**src/rtl/mac_pkg.sv**
```systemverilog
package mac_pkg;
  localparam int NUM_ACC   = 4;
  localparam int ACC_IDX_W = $clog2(NUM_ACC);
  localparam int MUL_W     = 32;

  typedef enum logic [3:0] {
    OP_MUL_S  = 4'd0,
    OP_MUL_U  = 4'd1,
    OP_MADD_S = 4'd2,
    OP_MADD_U = 4'd3,
    OP_MSUB_S = 4'd4,
    OP_MSUB_U = 4'd5,
    OP_RD_HI  = 4'd6,
    OP_RD_LO  = 4'd7,
    OP_WR_HI  = 4'd8,
    OP_WR_LO  = 4'd9
  } macOp_e;

  // Strobes from control to datapath for the operation of this cycle
  typedef struct packed {
    logic                 wrHi;
    logic                 wrLo;
    logic                 isMove;
    logic                 isSigned;
    logic                 accAdd;
    logic                 accSub;
    logic                 rdHi;
    logic                 rdLo;
    logic                 srcZero;
    logic                 fault;
    logic [ACC_IDX_W-1:0] idx;
  } macStrobe_t;
endpackage

```
**src/rtl/mac_ctrl.sv**
```systemverilog
module mac_ctrl
  import mac_pkg::*;
(
  input  logic       opValid,
  input  logic [3:0] opCode,
  input  logic [4:0] instrHiField,
  input  logic [4:0] instrLoField,
  input  logic       dspEnable,
  output macStrobe_t strobe
);
  logic isMulFam, isRead, isMoveTo, readNop, active, denied, go;
  macOp_e op;

  always_comb begin
    op       = macOp_e'(opCode);
    isMulFam = 1'b0;
    isRead   = 1'b0;
    isMoveTo = 1'b0;
    case (op)
      OP_MUL_S, OP_MUL_U, OP_MADD_S, OP_MADD_U, OP_MSUB_S, OP_MSUB_U: isMulFam = 1'b1;
      OP_RD_HI, OP_RD_LO: isRead   = 1'b1;
      OP_WR_HI, OP_WR_LO: isMoveTo = 1'b1;
      default: ;
    endcase

    strobe.idx = isRead ? instrHiField[ACC_IDX_W-1:0] : instrLoField[ACC_IDX_W-1:0];
    readNop    = isRead && (instrLoField == '0);
    active     = opValid && (isMulFam || isMoveTo || (isRead && !readNop));
    denied     = (strobe.idx != '0) && !dspEnable;
    go         = active && !denied;

    strobe.fault    = active && denied;
    strobe.wrHi     = go && (isMulFam || op == OP_WR_HI);
    strobe.wrLo     = go && (isMulFam || op == OP_WR_LO);
    strobe.isMove   = isMoveTo;
    strobe.isSigned = (op == OP_MUL_S) || (op == OP_MADD_S) || (op == OP_MSUB_S);
    strobe.accAdd   = (op == OP_MADD_S) || (op == OP_MADD_U);
    strobe.accSub   = (op == OP_MSUB_S) || (op == OP_MSUB_U);
    strobe.rdHi     = go && op == OP_RD_HI;
    strobe.rdLo     = go && op == OP_RD_LO;
    strobe.srcZero  = (instrHiField == '0);
  end
endmodule

```
**src/rtl/mac_datapath.sv**
```systemverilog
module mac_datapath
  import mac_pkg::*;
#(
  parameter int REG_W = 32
) (
  input  logic             clk,
  input  logic             rst,
  input  macStrobe_t       strobe,
  input  logic [REG_W-1:0] srcA,
  input  logic [REG_W-1:0] srcB,
  output logic [REG_W-1:0] rdResult,
  output logic             rdWrite,
  output logic             fault
);
  localparam int PROD_W = 2 * MUL_W;

  logic [REG_W-1:0] hiQ [NUM_ACC];
  logic [REG_W-1:0] loQ [NUM_ACC];

  logic [PROD_W-1:0] opA, opB, product, base, sum;
  logic [REG_W-1:0]  mvIn, rdRaw, rdVal, hiNew, loNew;

  function automatic logic [REG_W-1:0] sx32(input logic [MUL_W-1:0] v);
    return REG_W'($signed(v));
  endfunction

  always_comb begin
    opA     = {{MUL_W{strobe.isSigned & srcA[MUL_W-1]}}, srcA[MUL_W-1:0]};
    opB     = {{MUL_W{strobe.isSigned & srcB[MUL_W-1]}}, srcB[MUL_W-1:0]};
    product = opA * opB;
    base    = {hiQ[strobe.idx][MUL_W-1:0], loQ[strobe.idx][MUL_W-1:0]};
    if (strobe.accAdd)      sum = base + product;
    else if (strobe.accSub) sum = base - product;
    else                    sum = product;
    rdRaw = strobe.rdHi ? hiQ[strobe.idx] : loQ[strobe.idx];
  end

  // Register-width variant: wide registers narrow extended-accumulator moves
  if (REG_W > MUL_W) begin : g_wide
    always_comb begin
      if (strobe.srcZero)         mvIn = '0;
      else if (strobe.idx != '0)  mvIn = sx32(srcA[MUL_W-1:0]);
      else                        mvIn = srcA;
      rdVal = (strobe.idx != '0) ? sx32(rdRaw[MUL_W-1:0]) : rdRaw;
    end
  end else begin : g_narrow
    always_comb begin
      mvIn  = strobe.srcZero ? '0 : srcA;
      rdVal = rdRaw;
    end
  end

  always_comb begin
    hiNew = strobe.isMove ? mvIn : sx32(sum[PROD_W-1:MUL_W]);
    loNew = strobe.isMove ? mvIn : sx32(sum[MUL_W-1:0]);
  end

  for (genvar k = 0; k < NUM_ACC; k++) begin : g_acc
    always_ff @(posedge clk) begin
      if (rst) begin
        hiQ[k] <= '0;
        loQ[k] <= '0;
      end else begin
        if (strobe.wrHi && strobe.idx == ACC_IDX_W'(k)) hiQ[k] <= hiNew;
        if (strobe.wrLo && strobe.idx == ACC_IDX_W'(k)) loQ[k] <= loNew;
      end
    end
  end

  always_ff @(posedge clk) begin
    if (rst) begin
      rdResult <= '0;
      rdWrite  <= 1'b0;
      fault    <= 1'b0;
    end else begin
      rdWrite <= strobe.rdHi | strobe.rdLo;
      fault   <= strobe.fault;
      if (strobe.rdHi | strobe.rdLo) rdResult <= rdVal;
    end
  end
endmodule

```
**src/rtl/mac_unit.sv**
```systemverilog
module mac_unit
  import mac_pkg::*;
#(
  parameter int REG_W = 32
) (
  input  logic             clk,
  input  logic             rst,
  input  logic             opValid,
  input  logic [3:0]       opCode,
  input  logic [REG_W-1:0] srcA,
  input  logic [REG_W-1:0] srcB,
  input  logic [4:0]       instrHiField,
  input  logic [4:0]       instrLoField,
  input  logic             dspEnable,
  output logic [REG_W-1:0] rdResult,
  output logic             rdWrite,
  output logic             fault
);
  macStrobe_t strobe;

  mac_ctrl i_ctrl (
    .opValid      (opValid),
    .opCode       (opCode),
    .instrHiField (instrHiField),
    .instrLoField (instrLoField),
    .dspEnable    (dspEnable),
    .strobe       (strobe)
  );

  mac_datapath #(.REG_W(REG_W)) i_dp (
    .clk      (clk),
    .rst      (rst),
    .strobe   (strobe),
    .srcA     (srcA),
    .srcB     (srcB),
    .rdResult (rdResult),
    .rdWrite  (rdWrite),
    .fault    (fault)
  );
endmodule

```
**config.mk**
```make
export PLATFORM = sky130hd
export DESIGN_NAME = mac_unit
export DESIGN_NICKNAME = d
export VERILOG_FILES = /design/src/rtl/mac_pkg.sv /design/src/rtl/mac_ctrl.sv /design/src/rtl/mac_datapath.sv /design/src/rtl/mac_unit.sv
export SDC_FILE = /design/constraint.sdc
export NUM_CORES = 2
export LEC_CHECK = 0
export BUFFER_PORTS_ARGS = -buffer_cell sky130_fd_sc_hd__buf_2
export CORE_MARGIN = 2
export CORE_UTILIZATION = 35
export CTS_BUF_LIST = sky130_fd_sc_hd__clkbuf_16
export CTS_CLUSTER_DIAMETER = 120
export CTS_CLUSTER_SIZE = 25
export DETAILED_ROUTE_END_ITERATION = 8
export MAX_ROUTING_LAYER = met4
export PLACE_DENSITY_LB_ADDON = 0.08
export SYNTH_ARGS = -nofsm -noshare
export SYNTH_HDL_FRONTEND = slang
export SYNTH_HIERARCHICAL = 1
export SYNTH_SLANG_ARGS = --single-unit
```
**constraint.sdc**
```tcl
create_clock -name clk -period 13.8 [get_ports clk]
set_input_delay 0.69 -clock clk [delete_from_list [all_inputs] [get_ports clk]]
set_output_delay 0.69 -clock clk [all_outputs]
set_load 0.03 [all_outputs]
```
==> results.md <==
- Crit Path Category: in2reg
- Vias in the first global route: 48470
- Starting density of the core: 35.21%
- Final Cycle Share: 93.79%
- DR vias/cell: 5.239
- Most common cell after layout, fill and taps aside: inv_1
- Post-Syn Area: 0.06040 sq mm
- Hold Crit Class: in2reg
- Worst-path clk slew: 0.10 ns
- Syn_area_per_cell: 9.119 sq um
- Antenna violations before repair: 6
- Number of synthesized flops with an enable pin: 256
- CTS Sinks: 290
- Crit path top cell by count: fa_1
- Cells after Synth: 6624
- Die area: 0.1759 sq mm
- Area share of the largest cell type after synthesis: 37.35%
- Least-Margin Pin Slew: 1.140 ns
- Ys flop type: edfxtp_1
- Final worst slack: 0.8568 ns
- Routed vias: 45990
- Die W: 419.4 microns
- # H-tree levels: 1
- Relative slew margins: 24.00%
- Cts hold-fix bufs: 0
- Most frequent cells in the layout: inv_1 (1245), fa_1 (1127), nand2_1 (818), nor2_1 (438), and2_1 (396)
- CTS tree: built
- Synthesized net count: 8178
- Gpl congestion: 0.9705
- Clock Skews: 0.04627 ns
- Final nets: 8015
- Async set-reset flop share out of synthesis: 0%
- Setup Buffers After CTS: 0
- WP data required: 14.05 ns
- Critical Path AT: 13.20 ns
- RSZ-0062 raised after global routing: false
- Finished Core Util: 37.10%
- Crit start category: primary input
- Detailed Route WL: 213600 microns
- Drt pass-1 iters: 6
- Detail Placement HPWL: 174300 microns
- Max Buffers Root-to-Sink: 3
- Root Driver: clkbuf_16
- Yosys warning total: 6
- Hold slack final: 0.6003 ns
- Status: finished, final reports clean
- Post-synthesis cell type count: 108
- Crit path time final: 12.94 ns
- Post-route DRC: 0
- Share of cells above drive strength 1: 6.309%
- WL/cell: 24.33 microns
- Post-cts resize count: 0
- Global-route wire length before repair: 325100 microns
- Synth area leader: fa_1
- Port buffer count: 115
- Setup violators final: 0
- GRT overflow: 0
- Final Max Tran Viols: 0
- Seq cells post-synth: 290
- Num CTS Buffers: 15
- Area contributors post-synth: fa_1 (37%), edfxtp_1 (13%), inv_1 (7.7%), ha_1 (7.1%), nand2_1 (5.1%)
- Area Overhead vs Synth: 5.355%
- Clk Latency, worst-skew pair: 0.55 ns
- Largest net degree at the start of global routing: 66
- GR Util All Layers: 25.42%
- CP max-delay cell: fa_1
- Post-route ant nets: 0
- Core area: 0.1715 sq mm
- Fin. Hold Viols: 0
- Max Clock Freq: 0.07726 GHz
- Die Height: 419.4 microns
- Critical Path Sink Type: flip-flop
- Max cap viols: 0
- Iteration-0 DRC Markers: 3200
- Rows: 152
- Post-Place Setup Slack: 0.1504 ns
- CP max stage delay: 0.68 ns
- Ports: 116
- Sequential area share after synthesis: 13.85%
- Setup TNS: 0 ns
- Critical Path Fanout Max: 11
-- synthesized netlist by cell type (14+ instances only) --
| cell type | n |
|---|---|
| o21bai_1 | 54 |
| nor2_1 | 442 |
| nand4_1 | 46 |
| clkbuf_1 | 358 |
| xor2_1 | 30 |
| fa_1 | 1127 |
| nor4_1 | 15 |
| a22oi_1 | 15 |
| or2_2 | 21 |
| nand3_1 | 39 |
| o31ai_1 | 29 |
| mux4_2 | 64 |
| nand2_1 | 826 |
| o211ai_1 | 17 |
| nor2b_1 | 35 |
| xnor2_1 | 98 |
| o21ai_0 | 143 |
| buf_2 | 14 |
| a21o_1 | 68 |
| and3_1 | 50 |
| nand2b_1 | 25 |
| mux2i_1 | 43 |
| a211oi_1 | 51 |
| and2_1 | 396 |
| buf_1 | 22 |
| nor3_1 | 66 |
| a21oi_1 | 325 |
| edfxtp_1 | 256 |
| inv_1 | 1239 |
| dfxtp_1 | 34 |
| a221oi_1 | 23 |
| o21a_1 | 23 |
| ha_1 | 345 |
| a31oi_1 | 32 |
| o21ai_1 | 14 |
-- kinds of logic after synthesis --
logic type,after synthesis,synth area share (%)
adder cells (fa/ha/maj),1472,44.50
multiplexers,114,3.240
AO/OA/AOI/OAI,964,10.70
AND/OR/NAND/NOR,2017,15.62
XOR/XNOR,128,1.856
buffers and inverters,1639,10.23
flip-flops,290,13.85
-- state kept, by name, indices dropped and copies added (netlist names) --
register,cells
i_dp/hiQ,128
i_dp/loQ,128
i_dp/rdResult,32
i_dp/fault,1
i_dp/rdWrite,1
-- critical path: cells and delay by family --
| kind | cells | cell delay [ns] |
|---|---|---|
| AO/OA/AOI/OAI | 9 | 2.94 |
| XOR/XNOR | 1 | 0.50 |
| adder cells (fa/ha/maj) | 10 | 5.18 |
| buffers and inverters | 7 | 1.01 |
| AND/OR/NAND/NOR | 12 | 2.85 |
-- path summary, 6_finish.rpt --
kind	start	endpoint	slack (ns)	depth (start not counted)
max	opCode[2]	i_dp/hiQ[2][29]	0.86	39
min	dspEnable	i_dp/fault	0.60	4
max reg2reg	i_dp/loQ[3][0]	i_dp/hiQ[2][2]	8.40	16
min reg2reg	i_dp/rdResult[16]	i_dp/rdResult[16]	0.63	4
-- final cells by class --
type / count / area [sq um]
fillers: 17800 / 107900
repair buffers: 217 / 1354
clock buffers: 15 / 375.4
inverters: 1242 / 4662
multi-input cells: 4695 / 45940
flip-flops and latches: 290 / 8368
diodes: 1 / 2.502
clock inverters: 8 / 42.54
well taps: 2310 / 2890
-- through the flow --
step	instance area, sq um	cells
2_1_floorplan	60400	6624
3_3_place_gp	63220	8754
3_5_place_dp	63220	8754
4_1_cts	63630	8777
5_1_grt	63640	8778
6_report	63640	8778
-- layer usage --
metal	up-vias	part of all wire [%]	GRT usage (%)	routed length [microns]
met5	-	0	-	0
met4	0	1.8	4.158	3867
met3	131	4.1	1.144	8776
met2	1161	46	39.60	97810
met1	24120	48	37.34	103100
li1	20570	-	-	-
Power is not shown: default switching activity piles up to over one toggle a cycle in this logic, so the estimate is an artifact.
